$ cat src/rtl/aom_read_pkg.sv
package aom_read_pkg;

  typedef enum logic [1:0] {
    SEND_NONE,
    SEND_CRC,
    SEND_MEM,
    SEND_ONES
  } sendKind_t;

  typedef struct packed {
    logic      abort;
    logic      rxToCrc;
    logic      loadLo;
    logic      loadHi;
    logic      incAddr;
    sendKind_t send;
    logic      clrAfter;
  } ctlStrobes_t;

  function automatic logic [7:0] crc8Step(input logic [7:0] crcIn, input logic [7:0] dIn);
    logic [7:0] c;
    c = crcIn;
    for (int i = 0; i < 8; i++) begin
      if (c[0] ^ dIn[i]) c = (c >> 1) ^ 8'h8C;
      else               c = c >> 1;
    end
    return c;
  endfunction

endpackage

$ cat src/rtl/aom_read_ctrl.sv
module aom_read_ctrl
  import aom_read_pkg::*;
#(
  parameter int MEM_BYTES  = 128,
  parameter int PAGE_BYTES = 32,
  parameter logic [7:0] CMD_ALL  = 8'hF0,
  parameter logic [7:0] CMD_PAGE = 8'hC3
) (
  input  logic        clk,
  input  logic        rstN,
  input  logic        abortIn,
  input  logic        rxValid,
  input  logic [7:0]  rxData,
  input  logic        txReq,
  input  logic [15:0] addrQ,
  output ctlStrobes_t ctl,
  output logic        memRdEn
);
  localparam int PAGE_AW = $clog2(PAGE_BYTES);

  typedef enum logic [2:0] {S_CMD, S_ALO, S_AHI, S_HCRC, S_DATA, S_DCRC, S_DONE} state_t;
  state_t state, stateNext;
  logic   modePage;
  logic   lastByte, pageEnd, outOfRange;

  assign lastByte   = (addrQ == 16'(MEM_BYTES - 1));
  assign pageEnd    = (addrQ[PAGE_AW-1:0] == {PAGE_AW{1'b1}});
  assign outOfRange = (addrQ >= 16'(MEM_BYTES));

  always_comb begin
    ctl       = '0;
    ctl.send  = SEND_NONE;
    stateNext = state;
    if (abortIn) begin
      ctl.abort = 1'b1;
      stateNext = S_CMD;
    end else begin
      case (state)
        S_CMD: if (rxValid) begin
          ctl.rxToCrc = 1'b1;
          stateNext   = (rxData == CMD_ALL || rxData == CMD_PAGE) ? S_ALO : S_DONE;
        end
        S_ALO: if (rxValid) begin
          ctl.rxToCrc = 1'b1;
          ctl.loadLo  = 1'b1;
          stateNext   = S_AHI;
        end
        S_AHI: if (rxValid) begin
          ctl.rxToCrc = 1'b1;
          ctl.loadHi  = 1'b1;
          stateNext   = S_HCRC;
        end
        S_HCRC: if (txReq) begin
          ctl.send     = SEND_CRC;
          ctl.clrAfter = !modePage;
          stateNext    = outOfRange ? S_DONE : S_DATA;
        end
        S_DATA: if (txReq) begin
          ctl.send    = SEND_MEM;
          ctl.incAddr = 1'b1;
          if (lastByte || (modePage && pageEnd)) stateNext = S_DCRC;
        end
        S_DCRC: if (txReq) begin
          ctl.send     = SEND_CRC;
          ctl.clrAfter = 1'b1;
          stateNext    = (modePage && !outOfRange) ? S_DATA : S_DONE;
        end
        default: if (txReq) ctl.send = SEND_ONES;
      endcase
    end
  end

  assign memRdEn = (ctl.send == SEND_MEM);

  always_ff @(posedge clk) begin
    if (!rstN) begin
      state    <= S_CMD;
      modePage <= 1'b0;
    end else begin
      state <= stateNext;
      if (state == S_CMD && rxValid && !abortIn) modePage <= (rxData == CMD_PAGE);
    end
  end


  abort_to_cmd_chk: assert property (@(posedge clk) disable iff (!rstN)
    abortIn |=> state == S_CMD);


  done_sticky_chk: assert property (@(posedge clk) disable iff (!rstN)
    (state == S_DONE && !abortIn) |=> state == S_DONE);


  page_end_crc_chk: assert property (@(posedge clk) disable iff (!rstN)
    (modePage && memRdEn && pageEnd) |=> state == S_DCRC);

endmodule

$ cat src/rtl/aom_read_dpath.sv
module aom_read_dpath
  import aom_read_pkg::*;
#(
  parameter int MEM_BYTES = 128,
  localparam int MEM_AW   = $clog2(MEM_BYTES)
) (
  input  logic              clk,
  input  logic              rstN,
  input  ctlStrobes_t       ctl,
  input  logic [7:0]        rxData,
  input  logic [7:0]        memRdData,
  output logic [15:0]       addrQ,
  output logic [MEM_AW-1:0] memAddr,
  output logic              txValid,
  output logic [7:0]        txData
);
  logic [7:0] crcQ;
  sendKind_t  pendKind;
  logic       pendClr;

  assign memAddr = addrQ[MEM_AW-1:0];

  always_ff @(posedge clk) begin
    if (!rstN) begin
      addrQ    <= '0;
      crcQ     <= '0;
      pendKind <= SEND_NONE;
      pendClr  <= 1'b0;
      txValid  <= 1'b0;
      txData   <= '0;
    end else if (ctl.abort) begin
      crcQ     <= '0;
      pendKind <= SEND_NONE;
      pendClr  <= 1'b0;
      txValid  <= 1'b0;
    end else begin
      pendKind <= ctl.send;
      pendClr  <= ctl.clrAfter;
      txValid  <= (pendKind != SEND_NONE);
      if (ctl.loadLo)  addrQ[7:0]  <= rxData;
      if (ctl.loadHi)  addrQ[15:8] <= rxData;
      if (ctl.incAddr) addrQ       <= addrQ + 16'd1;
      if (ctl.rxToCrc) crcQ        <= crc8Step(crcQ, rxData);
      case (pendKind)
        SEND_CRC: begin
          txData <= crcQ;
          if (pendClr) crcQ <= '0;
        end
        SEND_MEM: begin
          txData <= memRdData;
          crcQ   <= crc8Step(crcQ, memRdData);
        end
        SEND_ONES: txData <= 8'hFF;
        default:   ;
      endcase
    end
  end

endmodule

$ cat src/rtl/aom_read_engine.sv
module aom_read_engine
  import aom_read_pkg::*;
#(
  parameter int MEM_BYTES  = 128,
  parameter int PAGE_BYTES = 32,
  parameter logic [7:0] CMD_ALL  = 8'hF0,
  parameter logic [7:0] CMD_PAGE = 8'hC3,
  localparam int MEM_AW    = $clog2(MEM_BYTES)
) (
  input  logic              clk,
  input  logic              rstN,
  input  logic              abortIn,
  input  logic              rxValid,
  input  logic [7:0]        rxData,
  input  logic              txReq,
  output logic              txValid,
  output logic [7:0]        txData,
  output logic              memRdEn,
  output logic [MEM_AW-1:0] memAddr,
  input  logic [7:0]        memRdData
);
  ctlStrobes_t ctl;
  logic [15:0] addrQ;

  aom_read_ctrl #(
    .MEM_BYTES(MEM_BYTES), .PAGE_BYTES(PAGE_BYTES),
    .CMD_ALL(CMD_ALL), .CMD_PAGE(CMD_PAGE)
  ) ctrl_i (
    .clk(clk), .rstN(rstN), .abortIn(abortIn), .rxValid(rxValid),
    .rxData(rxData), .txReq(txReq), .addrQ(addrQ), .ctl(ctl), .memRdEn(memRdEn)
  );

  aom_read_dpath #(.MEM_BYTES(MEM_BYTES)) dpath_i (
    .clk(clk), .rstN(rstN), .ctl(ctl), .rxData(rxData), .memRdData(memRdData),
    .addrQ(addrQ), .memAddr(memAddr), .txValid(txValid), .txData(txData)
  );


  tx_follows_req_chk: assert property (@(posedge clk) disable iff (!rstN)
    txValid |-> $past(txReq, 2));

endmodule

$ cat config.mk
export PLATFORM = sky130hd
export DESIGN_NAME = aom_read_engine
export DESIGN_NICKNAME = d
export VERILOG_FILES = /design/src/rtl/aom_read_pkg.sv /design/src/rtl/aom_read_ctrl.sv /design/src/rtl/aom_read_dpath.sv /design/src/rtl/aom_read_engine.sv
export SDC_FILE = /design/constraint.sdc
export NUM_CORES = 1
export LEC_CHECK = 0
export BUFFER_PORTS_ARGS = -buffer_cell sky130_fd_sc_hd__buf_4
export CAP_MARGIN = 20
export CORE_MARGIN = 2
export CORE_UTILIZATION = 46
export CTS_CLUSTER_SIZE = 20
export DETAILED_ROUTE_END_ITERATION = 12
export MAX_ROUTING_LAYER = met4
export PLACE_DENSITY_LB_ADDON = 0.1
export SLEW_MARGIN = 20
export SYNTH_ARGS = -nofsm -noshare
export SYNTH_HDL_FRONTEND = slang
export SYNTH_SLANG_ARGS = --single-unit
$ cat constraint.sdc
create_clock -name clk -period 2.02 [get_ports clk]
set_input_delay 0.404 -clock clk [delete_from_list [all_inputs] [get_ports clk]]
set_output_delay 0.404 -clock clk [all_outputs]
set_load 0.01 [all_outputs]
### Yosys cells after proc, flatten, opt, wreduce, memory -nomap -nowiden

Index checks and enable logic that the tools add are counted.

* output and inout bits: 17
* register bits after elaboration: 40

* bitwise operators: 33
* reductions and logical operators: 24
* add/subtract/negate cells: 1
* mux-type cells: 90
* magnitude comparators: 1
* eq/ne operators: 20

Operators with widths (number)
* $mux W8: 62
* $not A2 Y3: 15
* $mux W3: 9
* $pmux W8 S3: 1
* $pmux W3 S6: 1
* $add A16 B1 Y16 const B: 1
* $eq A16 B7 Y1 const B: 1
* $eq A8 B8 Y1 const B: 2
* $ge A16 B8 Y1 const B: 1
* $mux W16: 1
* $pmux W8 S2: 1
* $xor A1 B1 Y1: 16
* $mux W2: 6
* $ne A2 B2 Y1 const B: 6
* $pmux W2 S4: 1
* $reduce_and A8 Y1: 1
* $mux W7: 1
* $eq A2 B2 Y1 const B: 3
* $eq A3 B2 Y1 const B: 2
* $eq A3 B3 Y1 const B: 2
* $reduce_and A2 Y1: 3
* $reduce_bool A2 Y1: 3
* $reduce_bool A6 Y1: 1
* $reduce_or A2 Y1: 3
* other kinds (13): 26

### Logic depth before layout (Yosys ltp)

* depth after elaboration: 42
* mapped depth: 8
* mapped depth without buffers: 8

### Modules after synthesis

Synthesis repeated with hierarchy kept, for this count alone.

* cells, all modules: 349
* area, all modules: 2932.8 um^2

Modules (own cells, without submodules)
* aom_read_dpath: instances 1, cells an instance 275, sequential area each 720.7 um^2, area an instance 2403.6 um^2
* aom_read_ctrl: instances 1, cells an instance 74, sequential area each 80.1 um^2, area an instance 529.3 um^2

### Least setup slack after synthesis

OpenSTA, ideal clock, no wires.

* kind: input to register
* start point: input port rxData[0]
* end point: register dpath_i.crcQ[2]
* cell stages on the path: 7
* buffers on the path: 1
* arrival: 1829 ps
* library setup time: 125 ps
* setup slack: 66 ps
* path through: buf_4 xor3_2 xnor3_2 xnor2_2 xnor2_1 mux2i_1 o22ai_1

* cells in the longest elaborated chain, start to end: 36
* elaborated cells between the ends (all ways): 40

RTL lines
* start: declaration: RTL line aom_read_engine.sv:14 `input logic [7:0] rxData,`
* $xor A1 B1 Y1 *: RTL line aom_read_pkg.sv:24 `if (c[0] ^ dIn[i]) c = (c >> 1) ^ 8'h8C;`
* $mux W8 *: RTL line aom_read_pkg.sv:24
* $mux W8 *: RTL line aom_read_dpath.sv:43 `if (ctl.rxToCrc) crcQ <= crc8Step(crcQ, rxData);`
* $mux W8 *: RTL line aom_read_dpath.sv:31 `end else if (ctl.abort) begin`
* $mux W8 *: RTL line aom_read_dpath.sv:24 `if (!rstN) begin`
* $mux W8 *: RTL line aom_read_pkg.sv:24
* $mux W8 *: RTL line aom_read_dpath.sv:43
* $mux W8 *: RTL line aom_read_dpath.sv:31
* [... 20 more ...]
* $mux W8 *: RTL line aom_read_dpath.sv:43
* $mux W8 *: RTL line aom_read_dpath.sv:31
* $mux W8 *: RTL line aom_read_dpath.sv:24
* $not A2 Y3 (no source line) or $xor A1 B1 Y1 (tied branches)
* $mux W8 *: RTL line aom_read_pkg.sv:24
* $mux W8 *: RTL line aom_read_dpath.sv:43
* $mux W8: RTL line aom_read_dpath.sv:47 `if (pendClr) crcQ <= '0;`
* $pmux W8 S2 *: RTL line aom_read_dpath.sv:44 `case (pendKind)`
* end signal: assignment: RTL line aom_read_dpath.sv:43
* end signal: assignment: RTL line aom_read_dpath.sv:51 `crcQ <= crc8Step(crcQ, memRdData);`
* end: declaration: RTL line aom_read_dpath.sv:17 `logic [7:0] crcQ;`

Mark *: on every way between the ends. The rest lies on a longest branch, timed or not. The select of a mux whose other input is x is not followed.
A chain may end at the register's enable or synchronous reset.

### Worst setup path after layout

* start point: register ctrl_i.state[0]
* end point: output port memRdEn

* cells in the longest elaborated chain, start to end: 5
* elaborated cells between the ends (all ways): 10

RTL lines
* start: declaration: RTL line aom_read_ctrl.sv:22 `state_t state, stateNext;`
* start signal: assignment: RTL line aom_read_ctrl.sv:80 `state <= stateNext;`
* $eq A3 B1 Y1, or another cell as far along: RTL line aom_read_ctrl.sv:38 `case (state)`
* $reduce_or A3 Y1 (no source line)
* $pmux W2 S4 *: RTL line aom_read_ctrl.sv:38
* $mux W7 *: RTL line aom_read_ctrl.sv:34 `if (abortIn) begin`
* $eq A2 B2 Y1 *: RTL line aom_read_ctrl.sv:73 `assign memRdEn = (ctl.send == SEND_MEM);`
* end: declaration: RTL line aom_read_engine.sv:18 `output logic memRdEn,`

Mark *: on every way between the ends. The rest lies on a longest branch, timed or not.

==> flow_summary.ini <==
[sta]
relSlewSlack_pct = 66.9
fin_crit_ps = 1920
tightest_slew_ps = 496
fin_skew_ps = 6.41
fin_crit_sh_pct = 94.8
maxSlewViolCount = 0
finalHoldViolations = 0
grt_setup_unrepaired = false
finalSetupTns_ps = 0
fmax_ghz = 0.522
setup_viol = 0

[floorplanning]
core_sq_um = 5850
die_height_um = 81.2
num_rows = 28
die_x_um = 81.2
die_area_sq_um = 6590
initial_core_util_pct = 46.8
pin_count = 38

[drt]
drc = 0
wl_met2_um = 3360
drtIter0Drc = 109
ant_nets = 0
viasPerCell = 5.53
dr.pass1.iters = 4
dr.max_layer_used = met4
via_count = 2434
wire_per_inst_um = 15.8
m1WireLength_um = 3130
wl_met3_um = 318
totalWireLength_um = 6940

[place]
gp_congestion = 0.877
hpwl_um = 5140
place_inst = 431
portBuffers = 37

[final_layout]
diodes = 0
area_delta_synth_final_pct = 17.2
final_cells = 440
fin_util_pct = 54.9
multiInputGateArea_sq_um = 1760
register_area_sq_um = 801
fill_cells = 549
fin_nets = 393
drive_gt1_share_pct = 19.2

[synth]
synth-seq-cells = 40
seq_area_frac_synth_pct = 29.2
syn_area_per_cell_sq_um = 8.43
synthArstFlopShare_pct = 0
ys.flop_type = dfxtp_1
synth-edff-count = 0
synth_cell_types = 54
syn_inst = 325
syn_nets = 354
ys_warn_count = 0
synthesis.area_sq_um = 2740

[grt]
grt_pass1_wl_um = 11200
antenna_found_initial = 0
grt_max_degree = 26
grt.overflow.total = 0
grt.total_usage_pct = 22.9
grt_pass1_vias = 2214

[setup_path]
cp_slowest_cell = or3_1
worstSetupEndpointType = output pin
critPathKind = reg -> out
crit_arrival_ps = 1510
slowest_delay_ps = 420
path_delay_family = simple AND/OR/NAND/NOR gates
path_cells = or2_1 -> or3_1 -> inv_4 -> buf_4
cp.required_ps = 1620
cp_max_fo = 4
crit_path_start_kind = flop
crit_buf_inv = 2

[clocking]
clock_latency_ps = 300
clkTransAtPathRegs_ps = 80
root_buffer = clkbuf_8
cts_buffers = 5
htreeDepth = 2
cts_buffer_depth = 2
hold_buffers = 0
cts.sinks = 40
cts_tree = done

[pwr]
p_per_area_nw_per_um2 = 649
vdd_ir_drop_max_mv = 0.300
p_leak_nw = 1.28

[outcome]
status = completed

[hold_path]
hp-class = in -> reg

[flow_run]
cap_violations = 0
==> cell families after synthesis <==
| group | Yosys count | synth area share, % |
|---|---|---|
| AOI/OAI and AO/OA | 90 | 20.5 |
| xor gates and xnor gates | 45 | 16.1 |
| adders and majority gates | 8 | 3.65 |
| buffers and inverters | 30 | 6.44 |
| DFF | 40 | 29.2 |
| muxes | 13 | 4.75 |
| and+or+nand+nor | 99 | 19.4 |
==> timing repair <==
action,4_1_cts,5_1_grt
buffers inserted,1,0
resized for setup,1,0
endpoints found under the setup margin,1,0
==> synth_stat cells (all sizes together) (7+ instances only) <==
master	count	area share, %
dfxtp	40	29
a21oi	28	5.1
ha	8	3.7
o21ai	25	4.6
nand3	13	2.4
xnor2	35	12
nor2	19	2.6
buf	12	3.5
xor2	8	2.6
nand2	25	3.5
clkbuf	11	2.0
o22ai	7	1.6
mux2i	13	4.8
inv	7	0.96
==> tightest hold or removal path, cell delays in order <==
cell,delay (ps)
buf_4,120
nand2_1,70
a21oi_1,40
==> cell type report <==
| class | count | share of cell area (%) |
|---|---|---|
| flip-flops and latches | 40 | 25.0 |
| clock inverters | 3 | 1.33 |
| clock buffers | 5 | 2.14 |
| multi-input cells | 255 | 54.9 |
| well taps | 75 | 2.92 |
| repair buffers | 55 | 12.9 |
| inverters | 7 | 0.897 |
==> power breakdown <==
| group | internal, mW | switching (mW) | total [mW] |
|---|---|---|---|
| sequential | 0.817 | 0.0288 | 0.846 |
| clock | 0.366 | 0.307 | 0.673 |
| combinational | 0.275 | 0.289 | 0.564 |
| total | 1.46 | 0.624 | 2.08 |
==> registers in the layout (all words and copies together) (netlist names) <==
register,flops
ctrl_i.modePage,1
dpath_i.crcQ,8
dpath_i.pendKind,2
dpath_i.txValid,1
dpath_i.txData,8
dpath_i.addrQ,16
ctrl_i.state,3
dpath_i.pendClr,1
==> through the flow <==
step                      area, sq um  power (mW)  hold slack [ps]  worst slack (ps)
after floorplan                  2740        1.28              466              66.1
after global placement           3090        1.42              494              36.3
after detailed placement         3090        1.42              488              22.6
after CTS                        3210        2.10              383              95.1
after global routing             3210        2.19              389              47.1
final                            3210        2.08              386               104
==> routing by layer <==
layer,global-route usage [%],vias up
li1,-,1231
met1,29.7,1123
met2,36.5,69
met3,3.11,11
met4,8.64,0
met5,-,-
==> path summary, 6_finish.rpt <==
kind	startpoint	end	slack [ps]	depth (start not counted)
min	txReq	dpath_i.pendKind[0]	390	3
max	ctrl_i.state[0]	memRdEn	100	4
max reg2reg	dpath_i.crcQ[0]	dpath_i.crcQ[2]	150	6
min reg2reg	dpath_i.addrQ[15]	dpath_i.addrQ[15]	500	2
==> layout by cell type (no fill, tap or decap), types with 6 or more instances in the layout <==
cell and count:
buf_4 55, dfxtp_1 40, xnor2_1 33, a21oi_1 28, nand2_1 24, nor2_1 19, o21ai_0 18, mux2i_1 13
nand3_1 13, xor2_1 8, ha_1 8, o22ai_1 7, o21ai_1 7, inv_1 6, nor2b_1 6
Note: power is estimated with default switching activity, not from simulation.
